## src/rtl/i2cq_pkg.sv

```systemverilog
package i2cq_pkg;

    typedef struct packed {
        logic addr;
        logic gcall;
        logic nack;
    } i2cq_evt_t;

    function automatic logic i2cq_autoflush_hit(input i2cq_evt_t ev, input i2cq_evt_t dis);
        return (ev.addr & ~dis.addr) | (ev.gcall & ~dis.gcall) | (ev.nack & ~dis.nack);
    endfunction

endpackage

```

## src/rtl/i2cq_fifo.sv

```systemverilog
module i2cq_fifo #(
    parameter int DW    = 8,
    parameter int DEPTH = 8,
    localparam int CW   = $clog2(DEPTH + 1),
    localparam int AW   = (DEPTH > 1) ? $clog2(DEPTH) : 1
) (
    input  logic          clk,
    input  logic          rst_n,
    input  logic          flush,
    input  logic          push,
    input  logic [DW-1:0] wdata,
    input  logic          pop,
    output logic [DW-1:0] head,
    output logic [CW-1:0] count,
    output logic          empty,
    output logic          full
);
    localparam logic [CW-1:0] FULL_CNT = CW'(DEPTH);

    typedef struct packed {
        logic [DEPTH-1:0][DW-1:0] mem;
        logic [AW-1:0]            rd;
        logic [AW-1:0]            wr;
        logic [CW-1:0]            cnt;
    } fifo_st_t;

    fifo_st_t st_d, st_q;
    logic     do_push, do_pop;

    function automatic logic [AW-1:0] nxt_ptr(input logic [AW-1:0] p);
        return (p == AW'(DEPTH - 1)) ? '0 : p + AW'(1);
    endfunction

    assign empty   = (st_q.cnt == '0);
    assign full    = (st_q.cnt == FULL_CNT);
    assign count   = st_q.cnt;
    assign head    = st_q.mem[st_q.rd];
    assign do_push = push && !full;
    assign do_pop  = pop && !empty;

    always_comb begin
        st_d = st_q;
        if (flush) begin
            st_d.rd  = '0;
            st_d.wr  = '0;
            st_d.cnt = '0;
        end else begin
            if (do_push) begin
                st_d.mem[st_q.wr] = wdata;
                st_d.wr           = nxt_ptr(st_q.wr);
            end
            if (do_pop) begin
                st_d.rd = nxt_ptr(st_q.rd);
            end
            case ({do_push, do_pop})
                2'b10:   st_d.cnt = st_q.cnt + CW'(1);
                2'b01:   st_d.cnt = st_q.cnt - CW'(1);
                default: st_d.cnt = st_q.cnt;
            endcase
        end
    end

    always_ff @(posedge clk or negedge rst_n) begin
        if (!rst_n) st_q <= '0;
        else        st_q <= st_d;
    end


    no_overflow_chk: assert property (@(posedge clk) disable iff (!rst_n)
        count <= FULL_CNT);


    full_push_hold_chk: assert property (@(posedge clk) disable iff (!rst_n)
        (push && full && !pop && !flush) |=> $stable(count));


    flush_empty_chk: assert property (@(posedge clk) disable iff (!rst_n)
        flush |=> empty);

endmodule

```

## src/rtl/i2cq_fault_det.sv

```systemverilog
module i2cq_fault_det (
    input  logic clk,
    input  logic rst_n,
    input  logic first_bit,
    input  logic slv_rx,
    input  logic slv_tx,
    input  logic rx_full,
    input  logic shreg_full,
    input  logic tx_empty,
    input  logic master_nacked,
    input  logic ovf_clr,
    input  logic unf_clr,
    output logic rx_ovf,
    output logic tx_unf
);
    typedef struct packed {
        logic ovf;
        logic unf;
    } fault_st_t;

    fault_st_t st_d, st_q;
    logic      ovf_hit, unf_hit;

    assign ovf_hit = first_bit && slv_rx && rx_full && shreg_full;
    assign unf_hit = first_bit && slv_tx && tx_empty && !master_nacked;

    always_comb begin
        st_d = st_q;
        if (ovf_clr) st_d.ovf = 1'b0;
        if (ovf_hit) st_d.ovf = 1'b1;
        if (unf_clr) st_d.unf = 1'b0;
        if (unf_hit) st_d.unf = 1'b1;
    end

    always_ff @(posedge clk or negedge rst_n) begin
        if (!rst_n) st_q <= '0;
        else        st_q <= st_d;
    end

    assign rx_ovf = st_q.ovf;
    assign tx_unf = st_q.unf;


    ovf_set_chk: assert property (@(posedge clk) disable iff (!rst_n)
        (first_bit && slv_rx && rx_full && shreg_full) |=> rx_ovf);


    unf_set_chk: assert property (@(posedge clk) disable iff (!rst_n)
        (first_bit && slv_tx && tx_empty && !master_nacked) |=> tx_unf);


    ovf_hold_chk: assert property (@(posedge clk) disable iff (!rst_n)
        (rx_ovf && !ovf_clr) |=> rx_ovf);

endmodule

```

## src/rtl/i2cq_xfer_cnt.sv

```systemverilog
module i2cq_xfer_cnt #(
    parameter int LW = 8
) (
    input  logic          clk,
    input  logic          rst_n,
    input  logic          load,
    input  logic [LW-1:0] target,
    input  logic          dec,
    output logic [LW:0]   remaining,
    output logic          done
);
    localparam logic [LW:0] MAX_LEN = {1'b1, {LW{1'b0}}};

    typedef struct packed {
        logic [LW:0] left;
    } xfer_st_t;

    xfer_st_t st_d, st_q;

    always_comb begin
        st_d = st_q;
        if (load) begin
            st_d.left = (target == '0) ? MAX_LEN : {1'b0, target};
        end else if (dec && st_q.left != '0) begin
            st_d.left = st_q.left - (LW + 1)'(1);
        end
    end

    always_ff @(posedge clk or negedge rst_n) begin
        if (!rst_n) st_q <= '0;
        else        st_q <= st_d;
    end

    assign remaining = st_q.left;
    assign done      = (st_q.left == '0);


    load_zero_chk: assert property (@(posedge clk) disable iff (!rst_n)
        (load && target == '0) |=> remaining == MAX_LEN);


    count_down_chk: assert property (@(posedge clk) disable iff (!rst_n)
        (!load && dec && remaining != '0) |=> remaining == $past(remaining) - (LW + 1)'(1));

endmodule

```

## src/rtl/i2cq_fifo_pair.sv

```systemverilog
module i2cq_fifo_pair
    import i2cq_pkg::*;
#(
    parameter int DW    = 8,
    parameter int DEPTH = 8,
    parameter int TW    = 4,
    parameter int LW    = 8,
    localparam int CW   = $clog2(DEPTH + 1)
) (
    input  logic          clk,
    input  logic          rst_n,
    input  logic          ctl_en,
    input  logic          reg_wr,
    input  logic [DW-1:0] reg_wdata,
    input  logic          reg_rd,
    output logic [DW-1:0] reg_rdata,
    input  logic [TW-1:0] rx_thresh,
    input  logic [TW-1:0] tx_thresh,
    input  logic          rx_flush_req,
    input  logic          tx_flush_req,
    output logic          rx_flush_busy,
    output logic          tx_flush_busy,
    input  logic          af_dis_addr,
    input  logic          af_dis_gcall,
    input  logic          af_dis_nack,
    input  logic          ev_addr_match,
    input  logic          ev_gcall_match,
    input  logic          ev_slv_nack,
    input  logic          eng_tx_pop,
    output logic [DW-1:0] eng_tx_data,
    input  logic          eng_rx_push,
    input  logic [DW-1:0] eng_rx_data,
    output logic [CW-1:0] rx_count,
    output logic [CW-1:0] tx_count,
    output logic          rx_empty,
    output logic          rx_full,
    output logic          tx_empty,
    output logic          tx_full,
    output logic          rx_thr_flag,
    output logic          tx_thr_flag,
    input  logic          ev_first_bit,
    input  logic          slv_rx_active,
    input  logic          slv_tx_active,
    input  logic          shreg_full,
    input  logic          master_nacked,
    input  logic          ovf_clr,
    input  logic          unf_clr,
    output logic          rx_ovf_flag,
    output logic          tx_unf_flag,
    input  logic          xfer_load,
    input  logic [LW-1:0] xfer_target,
    output logic [LW:0]   xfer_left,
    output logic          xfer_done
);
    localparam int MW = (CW > TW) ? CW : TW;

    typedef struct packed {
        logic          rx_fl;
        logic          tx_fl;
        logic [DW-1:0] rdata;
    } top_st_t;

    top_st_t   st_d, st_q;
    i2cq_evt_t ev_vec, dis_vec;
    logic      auto_tx_flush, rx_flush, tx_flush, rx_push, rx_accept;
    logic [DW-1:0] rx_head;

    assign ev_vec        = '{addr: ev_addr_match, gcall: ev_gcall_match, nack: ev_slv_nack};
    assign dis_vec       = '{addr: af_dis_addr, gcall: af_dis_gcall, nack: af_dis_nack};
    assign auto_tx_flush = i2cq_autoflush_hit(ev_vec, dis_vec);

    assign rx_flush  = st_q.rx_fl || !ctl_en;
    assign tx_flush  = st_q.tx_fl || auto_tx_flush;
    assign rx_push   = eng_rx_push && ctl_en;
    assign rx_accept = rx_push && !rx_full && !rx_flush;

    i2cq_fifo #(.DW(DW), .DEPTH(DEPTH)) u_rxq (
        .clk   (clk),
        .rst_n (rst_n),
        .flush (rx_flush),
        .push  (rx_push),
        .wdata (eng_rx_data),
        .pop   (reg_rd),
        .head  (rx_head),
        .count (rx_count),
        .empty (rx_empty),
        .full  (rx_full)
    );

    i2cq_fifo #(.DW(DW), .DEPTH(DEPTH)) u_txq (
        .clk   (clk),
        .rst_n (rst_n),
        .flush (tx_flush),
        .push  (reg_wr),
        .wdata (reg_wdata),
        .pop   (eng_tx_pop),
        .head  (eng_tx_data),
        .count (tx_count),
        .empty (tx_empty),
        .full  (tx_full)
    );

    i2cq_fault_det u_fault (
        .clk           (clk),
        .rst_n         (rst_n),
        .first_bit     (ev_first_bit),
        .slv_rx        (slv_rx_active),
        .slv_tx        (slv_tx_active),
        .rx_full       (rx_full),
        .shreg_full    (shreg_full),
        .tx_empty      (tx_empty),
        .master_nacked (master_nacked),
        .ovf_clr       (ovf_clr),
        .unf_clr       (unf_clr),
        .rx_ovf        (rx_ovf_flag),
        .tx_unf        (tx_unf_flag)
    );

    i2cq_xfer_cnt #(.LW(LW)) u_xfer (
        .clk       (clk),
        .rst_n     (rst_n),
        .load      (xfer_load),
        .target    (xfer_target),
        .dec       (rx_accept),
        .remaining (xfer_left),
        .done      (xfer_done)
    );

    always_comb begin
        st_d       = st_q;
        st_d.rx_fl = rx_flush_req;
        st_d.tx_fl = tx_flush_req;
        if (reg_rd) begin
            st_d.rdata = rx_empty ? '0 : rx_head;
        end
    end

    always_ff @(posedge clk or negedge rst_n) begin
        if (!rst_n) st_q <= '0;
        else        st_q <= st_d;
    end

    assign reg_rdata     = st_q.rdata;
    assign rx_flush_busy = st_q.rx_fl;
    assign tx_flush_busy = st_q.tx_fl;
    assign rx_thr_flag   = MW'(rx_count) >= MW'(rx_thresh);
    assign tx_thr_flag   = MW'(tx_count) <= MW'(tx_thresh);


    flush_selfclr_chk: assert property (@(posedge clk) disable iff (!rst_n)
        (rx_flush_busy && !rx_flush_req) |=> !rx_flush_busy);


    rx_disabled_chk: assert property (@(posedge clk) disable iff (!rst_n)
        !ctl_en |=> rx_empty);


    autoflush_chk: assert property (@(posedge clk) disable iff (!rst_n)
        ((ev_addr_match && !af_dis_addr) || (ev_gcall_match && !af_dis_gcall)
         || (ev_slv_nack && !af_dis_nack)) |=> tx_empty);


    empty_read_chk: assert property (@(posedge clk) disable iff (!rst_n)
        (reg_rd && rx_empty) |=> reg_rdata == '0);

endmodule

```

## config.mk

```make
export PLATFORM = sky130hd
export DESIGN_NAME = i2cq_fifo_pair
export DESIGN_NICKNAME = d
export VERILOG_FILES = /design/src/rtl/i2cq_pkg.sv /design/src/rtl/i2cq_fifo.sv /design/src/rtl/i2cq_fault_det.sv /design/src/rtl/i2cq_xfer_cnt.sv /design/src/rtl/i2cq_fifo_pair.sv
export SDC_FILE = /design/constraint.sdc
export NUM_CORES = 1
export LEC_CHECK = 0
export ABC_CLOCK_PERIOD_IN_PS = 3100
export BUFFER_PORTS_ARGS = -buffer_cell sky130_fd_sc_hd__clkbuf_2
export CELL_PAD_IN_SITES_DETAIL_PLACEMENT = 1
export CELL_PAD_IN_SITES_GLOBAL_PLACEMENT = 1
export CORE_MARGIN = 8
export CORE_UTILIZATION = 35
export DETAILED_ROUTE_END_ITERATION = 10
export PLACE_DENSITY_LB_ADDON = 0.3
export SYNTH_ARGS = -nofsm -noshare
export SYNTH_HDL_FRONTEND = slang
export SYNTH_SLANG_ARGS = --single-unit
export TNS_END_PERCENT = 1
```

## constraint.sdc

```tcl
create_clock -name clk -period 3.1 [get_ports clk]
set_input_delay 0.62 -clock clk [delete_from_list [all_inputs] [get_ports clk]]
set_output_delay 0.62 -clock clk [all_outputs]
set_load 0.005 [all_outputs]
```

## After elaboration in Yosys (flattened, before gate mapping)

Cells that the tools add are included.

- Bits in registers: 169
- Bits in latches: 0
- RAM bits: 0
- ROM bits: 0
- Word-level logic and storage cells: 135
- Memories kept: 0

- Add/subtract/negate cells: 9
- $mul: 0
- Div/mod/pow operators: 0
- $lt $le $gt $ge: 8
- Equal/unequal tests: 10
- Shifts and indexed selects: 0
- Muxes and demuxes: 30
- Bitwise operators: 10
- Reduce and logical (&&, ||, !) cells: 40

Operators by type and width:

| cell | count |
|---|---|
| bitwise mux 64 bit | 2 |
| binary-select mux 8 bit (select 3 bit) | 2 |
| demux 8 bit (select 3 bit) | 2 |
| two-way mux 8 bit | 5 |
| two-way mux 9 bit | 3 |
| two-way mux 3 bit | 8 |
| two-way mux 10 bit | 2 |
| less-than comparator 3 x 4 -> 1 bit, second input constant | 4 |
| case mux 4 bit (2 select lines) | 2 |
| logical AND 1 bit | 15 |
| nonzero test 2 bit | 7 |
| adder 3 x 1 -> 3 bit, second input constant | 4 |
| == test 3 bit, second input constant | 4 |
| logical NOT 9 bit | 1 |
| nonzero test 9 bit | 1 |
| subtractor 9 x 1 -> 9 bit, second input constant | 1 |
| adder 4 x 1 -> 4 bit, second input constant | 2 |
| == test 4 bit, second input constant | 2 |
| logical NOT 4 bit | 2 |
| logical NOT 8 bit | 1 |
| subtractor 4 x 1 -> 4 bit, second input constant | 2 |
| logical NOT 1 bit | 7 |
| >= comparator 3 x 1 -> 1 bit, second input constant | 2 |
| nonzero test 3 bit | 2 |
| 10 further kinds | 24 |

## Depth between registers and ports, before layout

- Word-level depth: 7
- Mapped depth: 9

## Cells and area by module

A second synthesis with hierarchy kept.

- Cell total of the unflattened synthesis: 636
- Area, all modules: 8630.8 µm²

By module, submodules not included:

| module | instances | cells an instance | area each (µm²) | seq. area each (µm²) |
|---|---|---|---|---|
| i2cq_fifo at u_rxq | 1 | 245 | 3687.3 | 1851.8 |
| i2cq_fifo at u_txq | 1 | 240 | 3580.9 | 1851.8 |
| i2cq_xfer_cnt | 1 | 74 | 654.4 | 225.2 |
| i2cq_fifo_pair | 1 | 69 | 625.6 | 250.2 |
| i2cq_fault_det | 1 | 8 | 82.6 | 50.0 |

## Worst setup path after synthesis

Ideal clock, no wire load.

- Kind: flip-flop to flip-flop
- From: register, netlist name u_rxq.count[1]
- To: register, netlist name u_rxq.count[3]
- Setup time: 0.069 ns
- Arrival: 2.636 ns
- Slack: 0.395 ns
- Cell stages (with the launch flop): 10
- Buffers on the path: 1
- Clock period less this slack: 2.705 ns
- Cell sequence: dfrtp_1 -> or4b_1 -> buf_2 -> a31o_2 -> inv_1 -> ha_1 -> a21o_1 -> a21o_1 -> or4b_2 -> nand3_1

- Cells in the longest elaborated chain, start to end: 6
- Elaborated cells between the ends (all ways): 13

Ends and longest elaborated chain:

| item | line | source |
|---|---|---|
| == test 4 bit / logical NOT 4 bit (equally long branches) | i2cq_fifo.sv:35, i2cq_fifo.sv:34 |  |
| logical NOT 1 bit (on tied branches) | i2cq_fifo.sv:38, i2cq_fifo.sv:39 |  |
| logical AND 1 bit (on tied branches) | i2cq_fifo.sv:38, i2cq_fifo.sv:39 |  |
| == test 2 x 1 -> 1 bit / == test 2 bit (equally long branches) | i2cq_fifo.sv:55 | `case ({do_push, do_pop})` |
| case mux 4 bit (2 select lines) | i2cq_fifo.sv:55 |  |
| two-way mux 10 bit | i2cq_fifo.sv:43 | `if (flush) begin` |

Several ways; a longest one is shown, not always the timed one.
A chain may end at the register's enable or synchronous reset.

## Final worst setup path

- From: register, netlist name u_rxq.count[0]
- To: register, netlist name u_rxq.count[3]

- Cells in the longest elaborated chain, start to end: 6
- Elaborated cells between the ends (all ways): 13

Ends and longest elaborated chain:

| item | line |
|---|---|
| == test 4 bit / logical NOT 4 bit (equally long branches) | i2cq_fifo.sv:35, i2cq_fifo.sv:34 |
| logical NOT 1 bit (on tied branches) | i2cq_fifo.sv:38, i2cq_fifo.sv:39 |
| logical AND 1 bit (on tied branches) | i2cq_fifo.sv:38, i2cq_fifo.sv:39 |
| == test 2 x 1 -> 1 bit / == test 2 bit (equally long branches) | i2cq_fifo.sv:55 |
| case mux 4 bit (2 select lines) | i2cq_fifo.sv:55 |
| two-way mux 10 bit | i2cq_fifo.sv:43 |

Several ways; a longest one is shown, not always the timed one.

==> qor.yml <==
pwr:
  leakage_nw: 4.84
  p_per_area_mw_per_mm2: 523
  ir_drop_v: 0.000356
sta:
  fin_crit_sh_pct: 89.9
  fin_crit_ns: 2.79
  hold_ws_ns: 0.204
  finalHoldViolCount: 0
  grt_setup_unrepaired: "false"
  setup_violations: 0
  tightest_slew_ns: 0.932
  fmax_mhz: 359
  slew_headroom_pct: 37.8
  fin_skew_ns: 0.0136
  setup-tns-final_ns: 0
  slew_violations: 0
yosys:
  synth_area_per_cell_um2: 13.7
  synthFlopType: "dfrtp_1"
  yosys.cell_types.count: 61
  async_reset_ff_share_pct: 100
  syn_nets: 702
  postSynthCellCount: 624
  synth_edf_count: 0
  ys_ff_latch: 169
  seq_area_frac_synth_pct: 49.4
  netlist_area_mm2: 0.00857
  yosys_warnings: 0
placement:
  dp_hpwl_um: 14900
  placed_area_mm2: 0.00941
  gp_congestion: 0.778
  dp_cells: 1027
  portBuffers: 98
cells_and_area:
  antenna_cells: 0
  layout_common_cells: "dfrtp_1 (169), mux2_2 (103), clkbuf_2 (97)"
  final_area_mm2: 0.0100
  nNetsFinal: 800
  final_cells: 1059
  layout-drive-gt1-share_pct: 45.2
  area_growth_pct: 16.7
  final_common_cell: "dfrtp_1"
grt:
  grt.total_usage_pct: 15.2
  grt-ovfl-total: 0
  grt_pass1_wl_um: 35300
  antenna_found_initial: 0
  grt_max_degree: 77
  grt_pass1_vias: 6374
clock_tree:
  numCtsBuffers: 17
  clock_latency_ns: 0.43
  cts_htree_levels: 4
  clk_pin_slew_ns: 0.07
  cts_resized: 0
  cts_setup_buffers: 0
  hold_buffers: 0
  clock_path_buffers: 2
  cts-root-buf: "clkbuf_16"
  clkSinkCount: 169
  cts_tree: "yes"
flow_run:
  drv_cap: 0
detailed_routing:
  post_drt_wl_per_cell_um: 20.2
  wl_um: 21400
  via_count: 5570
  drc: 0
  drt_first_pass_iters: 4
  drtAntennaViolNets: 0
  vias_per_cell: 5.26
  drt_iter0_drc: 247
floorplanning:
  die_area_mm2: 0.0297
  boundaryPins: 99
  core_mm2: 0.0242
  initial_core_util_pct: 35.4
  fp.dieH_um: 172
  fp.dieW_um: 172
  fp-row-count: 57
setup_path:
  reg2reg_depth: 8
  arrival_ns: 3.15
  r2r_end: "u_rxq.count[3]"
  worstSetupEndpointType: "register"
  cp.required_ns: 3.47
  crit_path_start_kind: "register"
  reg2reg_slack_ns: 0.31
  critPathMaxFanout: 7
  cp-startpoint: "u_rxq.count[0]"
  path_class: "reg -> reg"
  rr_startpoint: "u_rxq.count[0]"
run_status:
  status: "complete, no violations"
worst_hold_path:
  min_path_type: "in -> async"
[critical path: stages (launching register included)]
cell and delay (ns):
dfrtp_1 0.49, or4b_1 0.56, a31o_2 0.31, inv_1 0.18, ha_1 0.27, a21o_1 0.21
a2111oi_0 0.48, mux2i_1 0.14, nand3_1 0.10
[flip-flops by register name, summed over array words and instances (netlist names)]
register,flops
u_rxq.st_q,70
u_txq.st_q,70
u_xfer.remaining,9
reg_rdata,8
u_rxq.count,4
u_txq.count,4
rx_flush_busy,1
tx_flush_busy,1
u_fault.rx_ovf,1
u_fault.tx_unf,1
[layout make-up]
| cell class | instances | area [µm²] |
|---|---|---|
| Clock buffer | 17 | 425 |
| Clock inverter | 15 | 170 |
| Fill cell | 2527 | 14200 |
| Inverter | 28 | 105 |
| Multi-Input combinational cell | 388 | 4010 |
| Sequential cell | 169 | 4230 |
| Tap cell | 324 | 405 |
| Timing Repair Buffer | 118 | 659 |
[kinds of logic (layout without fill, tap and decap cells)]
| family | count (synthesis) | in the layout | synth area share (%) |
|---|---|---|---|
| XOR/XNOR | 2 | 2 | 0.204 |
| AO/OA/AOI/OAI | 65 | 65 | 5.29 |
| flip-flops | 169 | 169 | 49.4 |
| AND/OR/NAND/NOR | 118 | 118 | 8.69 |
| multiplexers | 180 | 180 | 29.1 |
| adder cells (fa/ha/maj) | 23 | 23 | 3.53 |
| buffers and inverters | 67 | 178 | 3.85 |
[through the flow]
| step | util [%] | total power [mW] | setup WS (ns) |
|---|---|---|---|
| 2_1_floorplan | - | 2.84 | 0.395 |
| 3_3_place_gp | 38.9 | 3.08 | 0.413 |
| 3_5_place_dp | 38.9 | 3.13 | 0.329 |
| 4_1_cts | 41.4 | 5.30 | 0.310 |
| 5_1_grt | 41.4 | 5.46 | 0.0886 |
| 6_report | 41.4 | 5.24 | 0.314 |
[power breakdown]
part | switching (mW) | internal [mW] | total (mW)
registers | 0.100 | 2.34 | 2.44
logic | 0.297 | 0.333 | 0.630
clock network | 1.01 | 1.16 | 2.16
total | 1.40 | 3.83 | 5.24
[per-layer routing]
layer  vias to the layer above  wire length, µm  global-route usage (%)
li1                       2515                -                       -
met1                      2918             8700                    17.8
met2                       111            11300                    27.5
met3                        26             1030                    3.42
met4                         0              316                    4.27
met5                         -                0                       0
[synthesized netlist by cell type (9+ instances only)]
cell type	number	area (µm²)
a21oi_1	18	90.1
mux2i_1	12	120
ha_1	21	263
mux2_4	32	480
buf_2	9	45.0
o22ai_1	9	56.3
clkbuf_1	15	56.3
nor2_1	17	63.8
nor2b_1	9	56.3
inv_1	28	105
nand2_1	21	78.8
nor3_1	10	50.1
mux2_2	103	1160
dfrtp_1	169	4230
mux4_2	32	721
[worst max-delay path by stage]
stage                                 to  slack, ns  cells after the start
after floorplan           u_rxq.count[3]       0.39                      9
after global placement    u_txq.st_q[38]       0.41                      5
after detailed placement  u_rxq.count[3]       0.33                      8
after CTS                 u_rxq.count[3]       0.31                      8
after global routing      u_rxq.count[3]       0.09                      8
final                     u_rxq.count[3]       0.31                      8
Note: power is estimated with default switching activity, not from simulation.
